File: src/rtl/mem_cycle_seq_pkg.sv
package mem_cycle_seq_pkg;
  typedef enum logic [1:0] {
    PH_IDLE  = 2'd0,
    PH_FETCH = 2'd1,
    PH_INDIR = 2'd2,
    PH_EXEC  = 2'd3
  } seq_phase_e;
endpackage

File: src/rtl/seq_ring_timer.sv
module seq_ring_timer #(
  parameter int RING_LEN    = 10,
  parameter int CLK_PER_POS = 2
) (
  input  logic                clk,
  input  logic                rst,
  output logic [RING_LEN-1:0] ring_q,
  output logic [RING_LEN-1:0] nxt_ring,
  output logic                nxt_first,
  output logic                cycle_end
);
  localparam int SUB_W = (CLK_PER_POS > 1) ? $clog2(CLK_PER_POS) : 1;
  localparam logic [SUB_W-1:0] SUB_LAST = SUB_W'(CLK_PER_POS - 1);

  logic [SUB_W-1:0] sub_q;
  logic             last;

  assign last      = (sub_q == SUB_LAST);
  assign nxt_first = last;
  assign cycle_end = last && ring_q[RING_LEN-1];
  assign nxt_ring  = last ? {ring_q[RING_LEN-2:0], ring_q[RING_LEN-1]} : ring_q;

  always_ff @(posedge clk) begin
    if (rst) begin
      sub_q  <= '0;
      ring_q <= RING_LEN'(1);
    end else begin
      sub_q  <= last ? '0 : sub_q + SUB_W'(1);
      ring_q <= nxt_ring;
    end
  end

  p_ring_onehot_r1: assert property (@(posedge clk) disable iff (rst) $onehot(ring_q));
  p_ring_hold_r1:   assert property (@(posedge clk) disable iff (rst) !last |=> $stable(ring_q));
  p_ring_wrap_r1:   assert property (@(posedge clk) disable iff (rst) cycle_end |=> ring_q[0]);
endmodule

File: src/rtl/seq_phase_ctrl.sv
module seq_phase_ctrl
  import mem_cycle_seq_pkg::*;
#(
  parameter int LVL_W      = 3,
  parameter int CNT_W      = 8,
  parameter int FETCH_CYC  = 8,
  parameter int INDIR_CYC  = 4
) (
  input  logic             clk,
  input  logic             rst,
  input  logic             start,
  input  logic [LVL_W-1:0] ind_levels,
  input  logic [CNT_W-1:0] exec_cycles,
  input  logic             cycle_end,
  output seq_phase_e       phase_q,
  output seq_phase_e       nxt_phase,
  output logic             done_q
);
  localparam logic [CNT_W-1:0] FETCH_LAST = CNT_W'(FETCH_CYC - 1);
  localparam logic [CNT_W-1:0] INDIR_LAST = CNT_W'(INDIR_CYC - 1);

  logic [CNT_W-1:0] cnt_q, cnt_n;
  logic [LVL_W-1:0] lvl_q, lvl_n;
  logic [CNT_W-1:0] exe_q, exe_n;
  logic             pend_q, pend_n;
  logic             done_n;

  always_comb begin
    nxt_phase = phase_q;
    cnt_n     = cnt_q;
    lvl_n     = lvl_q;
    exe_n     = exe_q;
    pend_n    = pend_q;
    done_n    = 1'b0;
    if (phase_q == PH_IDLE) begin
      if (!pend_q && start) begin
        pend_n = 1'b1;
        lvl_n  = ind_levels;
        exe_n  = exec_cycles;
      end
      if (pend_q && cycle_end) begin
        pend_n    = 1'b0;
        nxt_phase = PH_FETCH;
        cnt_n     = FETCH_LAST;
      end
    end else if (cycle_end) begin
      if (cnt_q != '0) begin
        cnt_n = cnt_q - CNT_W'(1);
      end else if (lvl_q != '0) begin
        nxt_phase = PH_INDIR;
        cnt_n     = INDIR_LAST;
        lvl_n     = lvl_q - LVL_W'(1);
      end else if (phase_q != PH_EXEC && exe_q != '0) begin
        nxt_phase = PH_EXEC;
        cnt_n     = exe_q - CNT_W'(1);
      end else begin
        nxt_phase = PH_IDLE;
        done_n    = 1'b1;
      end
    end
  end

  always_ff @(posedge clk) begin
    if (rst) begin
      phase_q <= PH_IDLE;
      cnt_q   <= '0;
      lvl_q   <= '0;
      exe_q   <= '0;
      pend_q  <= 1'b0;
      done_q  <= 1'b0;
    end else begin
      phase_q <= nxt_phase;
      cnt_q   <= cnt_n;
      lvl_q   <= lvl_n;
      exe_q   <= exe_n;
      pend_q  <= pend_n;
      done_q  <= done_n;
    end
  end

  p_done_pulse_r6:   assert property (@(posedge clk) disable iff (rst) done_q |=> !done_q);
  p_done_idle_r6:    assert property (@(posedge clk) disable iff (rst) done_q |-> (phase_q == PH_IDLE));
  p_phase_frame_r3:  assert property (@(posedge clk) disable iff (rst) !cycle_end |=> $stable(phase_q));
  p_exec_last_r5:    assert property (@(posedge clk) disable iff (rst)
                       (phase_q == PH_EXEC) |=> (phase_q == PH_EXEC || phase_q == PH_IDLE));
endmodule

File: src/rtl/seq_strobe_gen.sv
module seq_strobe_gen #(
  parameter int RING_LEN = 10,
  parameter int RC_LO    = 1,
  parameter int RC_HI    = 3,
  parameter int WR_LO    = 6,
  parameter int WR_HI    = 8
) (
  input  logic                clk,
  input  logic                rst,
  input  logic [RING_LEN-1:0] ring_q,
  input  logic [RING_LEN-1:0] nxt_ring,
  input  logic                nxt_first,
  input  logic                cycle_end,
  input  logic                active_nxt,
  input  logic                rc_req,
  input  logic                wr_req,
  output logic                rc_strobe_q,
  output logic                wr_strobe_q,
  output logic                wr_err_q
);
  function automatic logic in_win(input logic [RING_LEN-1:0] r, input int lo, input int hi);
    logic hit;
    hit = 1'b0;
    for (int i = 0; i < RING_LEN; i++) begin
      if (i >= lo && i <= hi) hit = hit | r[i];
    end
    return hit;
  endfunction

  logic cyc_rc_q, cyc_wr_q, cyc_rc_n, cyc_wr_n;
  logic rc_seen_q, rc_seen_n;
  logic rc_n, wr_n, err_n;

  always_comb begin
    cyc_rc_n  = cycle_end ? rc_req : cyc_rc_q;
    cyc_wr_n  = cycle_end ? wr_req : cyc_wr_q;
    rc_n      = active_nxt && cyc_rc_n && in_win(nxt_ring, RC_LO, RC_HI);
    rc_seen_n = nxt_ring[0] ? 1'b0 : (rc_seen_q | rc_n);
    wr_n      = active_nxt && cyc_wr_n && rc_seen_n && in_win(nxt_ring, WR_LO, WR_HI);
    err_n     = active_nxt && cyc_wr_n && !rc_seen_n && nxt_ring[WR_LO] && nxt_first;
  end

  always_ff @(posedge clk) begin
    if (rst) begin
      cyc_rc_q    <= 1'b0;
      cyc_wr_q    <= 1'b0;
      rc_seen_q   <= 1'b0;
      rc_strobe_q <= 1'b0;
      wr_strobe_q <= 1'b0;
      wr_err_q    <= 1'b0;
    end else begin
      cyc_rc_q    <= cyc_rc_n;
      cyc_wr_q    <= cyc_wr_n;
      rc_seen_q   <= rc_seen_n;
      rc_strobe_q <= rc_n;
      wr_strobe_q <= wr_n;
      wr_err_q    <= err_n;
    end
  end

  p_rc_window_r7:  assert property (@(posedge clk) disable iff (rst)
                     rc_strobe_q |-> in_win(ring_q, RC_LO, RC_HI));
  p_wr_window_r8:  assert property (@(posedge clk) disable iff (rst)
                     wr_strobe_q |-> in_win(ring_q, WR_LO, WR_HI));
  p_wr_after_rc_r8: assert property (@(posedge clk) disable iff (rst) wr_strobe_q |-> rc_seen_q);
  p_err_no_wr_r9:  assert property (@(posedge clk) disable iff (rst) wr_err_q |-> !wr_strobe_q);
  p_err_pulse_r9:  assert property (@(posedge clk) disable iff (rst) wr_err_q |=> !wr_err_q);
endmodule

File: src/rtl/mem_cycle_seq.sv
module mem_cycle_seq
  import mem_cycle_seq_pkg::*;
#(
  parameter int RING_LEN    = 10,
  parameter int CLK_PER_POS = 2,
  parameter int LVL_W       = 3,
  parameter int CNT_W       = 8,
  parameter int FETCH_CYC   = 8,
  parameter int INDIR_CYC   = 4
) (
  input  logic                clk,
  input  logic                rst,
  input  logic                start,
  input  logic [LVL_W-1:0]    ind_levels,
  input  logic [CNT_W-1:0]    exec_cycles,
  input  logic                rc_req,
  input  logic                wr_req,
  output logic [RING_LEN-1:0] ring_pos,
  output logic [1:0]          phase,
  output logic                rc_strobe,
  output logic                wr_strobe,
  output logic                wr_err,
  output logic                done
);
  logic [RING_LEN-1:0] ring_q, nxt_ring;
  logic                nxt_first, cycle_end;
  seq_phase_e          phase_q, nxt_phase;

  seq_ring_timer #(.RING_LEN(RING_LEN), .CLK_PER_POS(CLK_PER_POS)) ring_i (
    .clk(clk), .rst(rst), .ring_q(ring_q), .nxt_ring(nxt_ring),
    .nxt_first(nxt_first), .cycle_end(cycle_end)
  );

  seq_phase_ctrl #(.LVL_W(LVL_W), .CNT_W(CNT_W), .FETCH_CYC(FETCH_CYC),
                   .INDIR_CYC(INDIR_CYC)) phase_i (
    .clk(clk), .rst(rst), .start(start), .ind_levels(ind_levels),
    .exec_cycles(exec_cycles), .cycle_end(cycle_end), .phase_q(phase_q),
    .nxt_phase(nxt_phase), .done_q(done)
  );

  seq_strobe_gen #(.RING_LEN(RING_LEN)) strobe_i (
    .clk(clk), .rst(rst), .ring_q(ring_q), .nxt_ring(nxt_ring),
    .nxt_first(nxt_first), .cycle_end(cycle_end),
    .active_nxt(nxt_phase != PH_IDLE), .rc_req(rc_req), .wr_req(wr_req),
    .rc_strobe_q(rc_strobe), .wr_strobe_q(wr_strobe), .wr_err_q(wr_err)
  );

  assign ring_pos = ring_q;
  assign phase    = phase_q;

  p_idle_quiet_r11: assert property (@(posedge clk) disable iff (rst)
                      (phase_q == PH_IDLE) |-> (!rc_strobe && !wr_strobe && !wr_err));
  p_strobe_excl_r8: assert property (@(posedge clk) disable iff (rst) !(rc_strobe && wr_strobe));
endmodule

File: config.mk
export PLATFORM = sky130hd
export DESIGN_NAME = mem_cycle_seq
export DESIGN_NICKNAME = d
export VERILOG_FILES = /design/src/rtl/mem_cycle_seq_pkg.sv /design/src/rtl/seq_ring_timer.sv /design/src/rtl/seq_phase_ctrl.sv /design/src/rtl/seq_strobe_gen.sv /design/src/rtl/mem_cycle_seq.sv
export SDC_FILE = /design/constraint.sdc
export NUM_CORES = 1
export LEC_CHECK = 0
export ABC_AREA = 1
export BUFFER_PORTS_ARGS = -buffer_cell sky130_fd_sc_hd__buf_2
export CAP_MARGIN = 40
export CORE_MARGIN = 2
export CORE_UTILIZATION = 50
export DETAILED_ROUTE_END_ITERATION = 12
export PLACE_DENSITY = 0.72
export SLEW_MARGIN = 20
export SYNTH_ARGS = -nofsm -noshare
export SYNTH_HDL_FRONTEND = slang
export SYNTH_SLANG_ARGS = --single-unit
File: constraint.sdc
create_clock -name clk -period 1.75 [get_ports clk]
set_input_delay 0.2625 -clock clk [delete_from_list [all_inputs] [get_ports clk]]
set_output_delay 0.2625 -clock clk [all_outputs]
set_load 0.02 [all_outputs]
==> summary.txt, run 1 <==
Starting Density: 51.21%
die height: 67.32 um
combinational family with the most area after synthesis: simple AND/OR/NAND/NOR gates
largest stage delay on the critical path: 0.33 ns
hold wc startpoint: exec_cycles[3]
vias post-DR: 1833
Core Rows: 23
cell area after synthesis: 0.002004 mm2
power density relative to cell area: 848.5 mW/mm2
critical path peak fanout: 7
Syn Area/Cell: 7.315 um2
DIE WIDTH: 67.32 um
final RePlAce weighted congestion: 0.8561
hpwl dp: 3358 um
register clock-pin slew on the reported worst setup and hold paths: 0.08 ns
vias in the first global route: 1720
commonest cells after routing, fill and taps aside: 40 x sky130_fd_sc_hd__dfxtp_1, 36 x sky130_fd_sc_hd__inv_1, 36 x sky130_fd_sc_hd__nand2_1, 34 x sky130_fd_sc_hd__nor2_1, 31 x sky130_fd_sc_hd__buf_2
post-synthesis share of cell area spent on xor and xnor gates: 3.059%
Register-to-Register Setup Slack: 0.16 ns
Yosys cell types: 39
CP bufs+invs: 2
final worst-path setup slack: 0.1646 ns
worst hold path class: input port to flip-flop
register area: 800.8 um2
initial drt markers: 89
Avg Vias per Cell: 5.050
routed length per placed instance: 11.92 um
setup repair after global routing missed its margin: no
clock tree from TritonCTS: done
total clock sinks: 40
number of max-cap violations: 0
number of post-CTS setup repair buffers: 0
share of synthesized area occupied by flip-flops and latches: 39.95%
critical path cell sequence: inv_1 > ha_1 > nand2_1 > inv_1 > nand2_4 > nor2_4 > nor2_1 > nand2_1 > a21oi_1
flops & latches, synth: 40
total overflow reported by the global router: 0
maximum frequency from static timing analysis: 630.8 MHz
ports placed on the boundary: 32
family with the most delay on the worst path: simple AND/OR/NAND/NOR gates
Startpoint Class: flip-flop
Max Buffers Root-to-Sink: 2
footprint of the multi-input gates: 0.001064 mm2
number of diodes: 0
Filler Cells Inserted: 381
maximum level of the CTS H-tree: 2
Setup Slack @ Placement: 0.05347 ns
launch point of the worst reg-to-reg path: phase_i.lvl_q[0]$_SDFFE_PP0P_
Remaining DRCs: 0
actual transition at the worst max-transition pin: 0.4408 ns
post-synthesis net count: 296
Clock Latency Late Sink: 0.30 ns
total routed wirelength: 4327 um
Post-Route Skew: 0.006886 ns
mux contribution to synthesized area: 0.4994%
Yosys Warn Count: 0
Worst Path Required: 1.98 ns
antenna violations before repair: 0
# setup viols final: 0
library cell used as clock root buffer: sky130_fd_sc_hd__clkbuf_8
data arrival time of the worst path: 1.82 ns
layout cells sized above 1: 22.68%
fraction of the mapped netlist area in simple logic gates: 25.22%
kind of end point of the critical path: flip-flop
leading cell types by total area after synthesis: sky130_fd_sc_hd__dfxtp_1 40%, sky130_fd_sc_hd__inv_1 7.3%, sky130_fd_sc_hd__nor2_1 6.9%
global-route wire length before repair: 7334 um
logic depth of the worst register-to-register path: 9
period utilisation layout: 90.59%
area growth from synthesis to layout: 18.41%
nets@finish: 334
Worst IR Drop VDD: 0.6236 mV
synthesized instance count: 274
worst-path cell with the longest stage delay: sky130_fd_sc_hd__dfxtp_1
first-pass iteration count of the detailed router: 4
capture point of the worst reg-to-reg path: phase_i.cnt_q[6]$_SDFFE_PP0P_
most common library cell in the layout ignoring fill and taps: sky130_fd_sc_hd__dfxtp_1
final setup TNS: 0 ns
Static Leak: 1.129 nW
compound-gate portion of the synthesized area: 18.48%
critical path start-end classification: flip-flop to flip-flop
Slew HR: 70.58%
Num CTS Buffers: 5
final count of hold timing violations: 0
port bufs: 31
largest net degree at the start of global routing: 22
Worst Hold Endpoint: phase_i.exe_q[3]$_SDFFE_PP0P_
count of pins over their slew limit: 0
fin crit period: 1.585 ns
top cell type's share of synthesized area: 39.95%
run status: completed
cell type with the highest aggregate area in the netlist: sky130_fd_sc_hd__dfxtp_1
number of antenna-violating nets in the routed design: 0
CORE AREA: 0.003914 mm2
cell count of the worst hold path: 3
overall track demand over capacity in global routing: 21.48%
Synth Area in Adders: 3.745%
total die area: 0.004531 mm2
[what timing repair did]
item,4_1_cts,5_1_grt
endpoints found under the setup margin,0,14
resized for setup,0,11
hold buffers,0,0
[stage by stage]
| stage | cells | hold WS, ns | total power [mW] | instance area (um2) | util, % |
|---|---|---|---|---|---|
| after floorplan | 274 | 0.3465 | 1.286 | 2004 | - |
| after global placement | 355 | 0.4631 | 1.396 | 2243 | 57.32 |
| after detailed placement | 355 | 0.4752 | 1.402 | 2243 | 57.32 |
| after CTS | 363 | 0.2044 | 2.018 | 2332 | 59.59 |
| after global routing | 363 | 0.2158 | 2.113 | 2374 | 60.65 |
| final | 363 | 0.2081 | 2.014 | 2374 | 60.65 |
[how the worst max path moves through the flow]
stage | start | to | slack (ns) | cells past startpoint
after floorplan | phase_i.cnt_q[0]$_SDFFE_PP0P_ | strobe_i.wr_strobe_q$_SDFF_PP0_ | 0.15 | 13
after global placement | phase_i.cnt_q[0]$_SDFFE_PP0P_ | strobe_i.wr_strobe_q$_SDFF_PP0_ | 0.11 | 13
after detailed placement | phase_i.cnt_q[0]$_SDFFE_PP0P_ | strobe_i.wr_strobe_q$_SDFF_PP0_ | 0.05 | 13
after CTS | phase_i.cnt_q[0]$_SDFFE_PP0P_ | strobe_i.wr_strobe_q$_SDFF_PP0_ | 0.04 | 13
after global routing | phase_i.exe_q[0]$_SDFFE_PP0P_ | phase_i.cnt_q[1]$_SDFFE_PP0P_ | 0.01 | 9
final | phase_i.lvl_q[0]$_SDFFE_PP0P_ | phase_i.cnt_q[6]$_SDFFE_PP0P_ | 0.16 | 9
[cell usage after synthesis]
cell type                   count
sky130_fd_sc_hd__nand4_1        1
sky130_fd_sc_hd__nor3_1         2
sky130_fd_sc_hd__o21ai_0       25
sky130_fd_sc_hd__o211ai_1       1
sky130_fd_sc_hd__mux2i_1        1
sky130_fd_sc_hd__nand2_4        1
sky130_fd_sc_hd__nor3_2         1
sky130_fd_sc_hd__nor2_8         1
sky130_fd_sc_hd__o21bai_1       1
sky130_fd_sc_hd__xor2_1         5
sky130_fd_sc_hd__buf_2          1
sky130_fd_sc_hd__o21a_1         1
sky130_fd_sc_hd__nor2_4         2
sky130_fd_sc_hd__or2_1          1
sky130_fd_sc_hd__a211oi_1       3
sky130_fd_sc_hd__a21oi_2        1
sky130_fd_sc_hd__or2_2          2
sky130_fd_sc_hd__a22o_1         1
sky130_fd_sc_hd__o22ai_2        1
sky130_fd_sc_hd__nor2_1        37
sky130_fd_sc_hd__dfxtp_1       40
sky130_fd_sc_hd__a31oi_1        2
sky130_fd_sc_hd__clkbuf_1       3
sky130_fd_sc_hd__buf_4          1
sky130_fd_sc_hd__nand2_2        6
sky130_fd_sc_hd__o22ai_1        3
sky130_fd_sc_hd__nand3_2        1
sky130_fd_sc_hd__xnor2_1        2
sky130_fd_sc_hd__inv_1         39
sky130_fd_sc_hd__nor4_1         1
sky130_fd_sc_hd__nand2_1       36
sky130_fd_sc_hd__buf_1          2
sky130_fd_sc_hd__nor2_2         1
sky130_fd_sc_hd__a21oi_1       26
sky130_fd_sc_hd__nand3b_1       1
sky130_fd_sc_hd__nand3_1       13
sky130_fd_sc_hd__inv_2          1
sky130_fd_sc_hd__ha_1           6
sky130_fd_sc_hd__o2111ai_1      1
[routing by layer]
layer / global-route usage [%] / vias up / part of all wire (%) / wire (um)
li1: - / 968 / - / -
met1: 25.39 / 818 / 44 / 1900
met2: 37.00 / 39 / 50 / 2143
met3: 6.000 / 8 / 4.8 / 207
met4: 7.908 / 0 / 1.8 / 76
met5: 0 / - / 0 / 0
[flip-flops by register name, indices dropped and copies added (netlist names)]
register,flops
strobe_i.rc_seen_q,1
phase_i.cnt_q,8
phase_i.phase_q,2
ring_i.nxt_first,1
strobe_i.cyc_wr_q,1
strobe_i.wr_err_q,1
phase_i.pend_q,1
phase_i.exe_q,8
strobe_i.cyc_rc_q,1
phase_i.done_q,1
strobe_i.rc_strobe_q,1
phase_i.lvl_q,3
ring_i.ring_q,10
strobe_i.wr_strobe_q,1
[tightest hold or removal path, delay by kind of cell]
kind / cells / cell delay (ns)
compound gates: 1 / 0.07
buf+inv: 1 / 0.07
simple gates: 1 / 0.07
[cell type report]
| class | instances | area share [%] |
|---|---|---|
| tap | 50 | 2.636 |
| multi-input combinational | 187 | 44.81 |
| inverter | 40 | 6.326 |
| sequential | 40 | 33.74 |
| clock inverter | 2 | 0.6853 |
| timing repair buffer | 38 | 8.751 |
| clock buffer | 6 | 3.057 |
[cells by family after synthesis]
family                     after synthesis
and+or+nand+nor                        107
AOI/OAI and AO/OA                       66
buffers and inverters                   47
DFF                                     40
xor gates and xnor gates                 7
adders and majority gates                6
muxes                                    1
[power by group]
| part | internal (mW) | leakage (nW) | switching, mW |
|---|---|---|---|
| clock network | 0.284 | 0.0414 | 0.339 |
| logic | 0.158 | 0.761 | 0.247 |
| registers | 0.956 | 0.327 | 0.0300 |
| total | 1.40 | 1.13 | 0.617 |
(Power assumes the default switching activity.)
==> inputs of run 2 (changes only) <==
CORE_UTILIZATION = 54   (was 50)
MAX_ROUTING_LAYER = met4   (was default)
PLACE_DENSITY = 0.74   (was 0.72)
clock period = 1.87 ns   (was 1.75 ns; I/O delays follow)
==> run 2 against run 1 <==
  * Core utilization grew 4.9 points
  * First-iteration DRC count up 20%
  * Worst setup slack got worse by 0.037 ns
  * Global-route usage is 1.1 points higher
  * Die area fell by 7.0%
  * Via count decreased by 1.3%
  * Count of clock-buffer cells in the layout did not move
  * Sequential share of layout area grew 0.12 points
  * Sequential power is 6.5% lower
==> summary.txt, run 2 (synthesis gave the netlist of run 1 again) <==
Avg Vias per Cell: 5.014
register clock-pin slew on the reported worst setup and hold paths: 0.08 ns
area growth from synthesis to layout: 17.98%
cell count of the worst hold path: 3
Hold Worst Slack: 0.2473 ns
Worst Path Required: 2.07 ns
hpwl dp: 3131 um
final setup TNS: 0 ns
total clock sinks: 40
Num CTS Buffers: 5
Largest register FFs: 10
fin crit period: 1.742 ns
Post-Route Skew: 0.005629 ns
antenna violations before repair: 0
launch point of the worst reg-to-reg path: phase_i.cnt_q[0]$_SDFFE_PP0P_
commonest cells after routing, fill and taps aside: 40 x sky130_fd_sc_hd__dfxtp_1, 38 x sky130_fd_sc_hd__inv_1, 37 x sky130_fd_sc_hd__nor2_1, 36 x sky130_fd_sc_hd__nand2_1, 31 x sky130_fd_sc_hd__buf_2
Filler Cells Inserted: 333
count of pins over their slew limit: 0
total routed wirelength: 4199 um
total overflow reported by the global router: 0
CORE AREA: 0.003606 mm2
total placed cells including tap cells: 351
Clock Latency Late Sink: 0.29 ns
layout cells sized above 1: 20.77%
hold wc startpoint: ind_levels[0]
global-route wire length before repair: 7113 um
number of diodes: 0
register area: 800.8 um2
registers with the most flip-flops: ring_i.ring_q: 10 flops, phase_i.cnt_q: 8 flops, phase_i.exe_q: 8 flops
number of antenna-violating nets in the routed design: 0
ports placed on the boundary: 32
Slew HR: 70.42%
kind of end point of the critical path: flip-flop
Max Buffers Root-to-Sink: 2
logic depth of the worst register-to-register path: 13
Core Rows: 22
footprint of the multi-input gates: 0.001039 mm2
final RePlAce weighted congestion: 0.8524
capture point of the worst reg-to-reg path: strobe_i.wr_strobe_q$_SDFF_PP0_
actual transition at the worst max-transition pin: 0.4421 ns
first-pass iteration count of the detailed router: 4
final count of hold timing violations: 0
worst hold path class: input port to flip-flop
initial drt markers: 107
post-layout total power: 1.988 mW
die height: 64.93 um
routed length per placed instance: 11.63 um
clock tree from TritonCTS: done
overall track demand over capacity in global routing: 22.55%
period utilisation layout: 93.15%
library cell used as clock root buffer: sky130_fd_sc_hd__clkbuf_8
Static Leak: 1.140 nW
vias post-DR: 1810
post-route non-filler standard cell count: 361
port bufs: 31
Register-to-Register Setup Slack: 0.13 ns
run status: completed
nets@finish: 334
Worst Hold Endpoint: phase_i.lvl_q[0]$_SDFFE_PP0P_
maximum level of the CTS H-tree: 2
Starting Density: 55.59%
number of max-cap violations: 0
# setup viols final: 0
critical path peak fanout: 7
total die area: 0.004215 mm2
DIE WIDTH: 64.93 um
largest net degree at the start of global routing: 22
data arrival time of the worst path: 1.94 ns
Startpoint Class: flip-flop
Worst IR Drop VDD: 0.6280 mV
power density relative to cell area: 840.5 mW/mm2
Remaining DRCs: 0
largest register by flop count: ring_i.ring_q
maximum frequency from static timing analysis: 574.1 MHz
critical path start-end classification: flip-flop to flip-flop
vias in the first global route: 1635
most common library cell in the layout ignoring fill and taps: sky130_fd_sc_hd__dfxtp_1
## run 2: worst max-delay path by stage
stage,end,slack (ns),depth (start not counted),start
global route,strobe_i.wr_strobe_q$_SDFF_PP0_,-0.004,13,phase_i.cnt_q[0]$_SDFFE_PP0P_
floorplan,strobe_i.wr_strobe_q$_SDFF_PP0_,0.27,13,phase_i.cnt_q[0]$_SDFFE_PP0P_
finish,strobe_i.wr_strobe_q$_SDFF_PP0_,0.13,13,phase_i.cnt_q[0]$_SDFFE_PP0P_
global placement,strobe_i.wr_strobe_q$_SDFF_PP0_,0.10,13,phase_i.cnt_q[0]$_SDFFE_PP0P_
CTS,strobe_i.wr_strobe_q$_SDFF_PP0_,0.07,13,phase_i.cnt_q[0]$_SDFFE_PP0P_
detailed placement,strobe_i.wr_strobe_q$_SDFF_PP0_,0.08,13,phase_i.cnt_q[0]$_SDFFE_PP0P_
## run 2: cell type report
class / instances / area share (%)
Inverter: 40 / 6.349
Multi-Input combinational cell: 187 / 43.92
Tap cell: 48 / 2.540
Clock inverter: 2 / 1.481
Clock buffer: 6 / 3.069
Sequential cell: 40 / 33.86
Timing Repair Buffer: 38 / 8.783
## run 2: worst max-delay path: stages, from the launching register on
cell and delay [ns]:
sky130_fd_sc_hd__dfxtp_1 0.34, sky130_fd_sc_hd__inv_1 0.11, sky130_fd_sc_hd__ha_2 0.22, sky130_fd_sc_hd__nand3_4 0.12, sky130_fd_sc_hd__nor2_8 0.15, sky130_fd_sc_hd__nand2_4 0.11, sky130_fd_sc_hd__nor2_4 0.15, sky130_fd_sc_hd__nand2_2 0.06
sky130_fd_sc_hd__nand2_2 0.08, sky130_fd_sc_hd__nand2_2 0.07, sky130_fd_sc_hd__nand2_2 0.09, sky130_fd_sc_hd__nand2_2 0.06, sky130_fd_sc_hd__nand3_1 0.06, sky130_fd_sc_hd__inv_1 0.04
## run 2: metrics by stage
stage                     worst slack (ns)  instance area [um2]  util [%]
after floorplan                     0.2660                 2004         -
after global placement              0.1032                 2226     61.73
after detailed placement           0.08437                 2226     61.73
after CTS                          0.07369                 2333     64.71
after global routing             -0.003776                 2365     65.58
final                               0.1281                 2365     65.58
## run 2: repair_timing
action                                  CTS  global route
setup buffers                             0             2
endpoints found under the setup margin    0            10
hold buffers                              0             0
resized for setup                         0             4
## run 2: power by group
group	switching, mW	leakage [nW]	internal, mW
Combinational	0.231	0.757	0.143
Clock	0.295	0.0552	0.396
Sequential	0.0277	0.327	0.894
## run 2: per-layer routing
| metal | GRT usage [%] | vias to the layer above | part of all wire [%] |
|---|---|---|---|
| met4 | 7.713 | 0 | 1.4 |
| met3 | 5.729 | 6 | 5.2 |
| met1 | 27.97 | 789 | 48 |
| met5 | - | - | 0 |
| met2 | 35.82 | 46 | 46 |
| li1 | - | 969 | - |
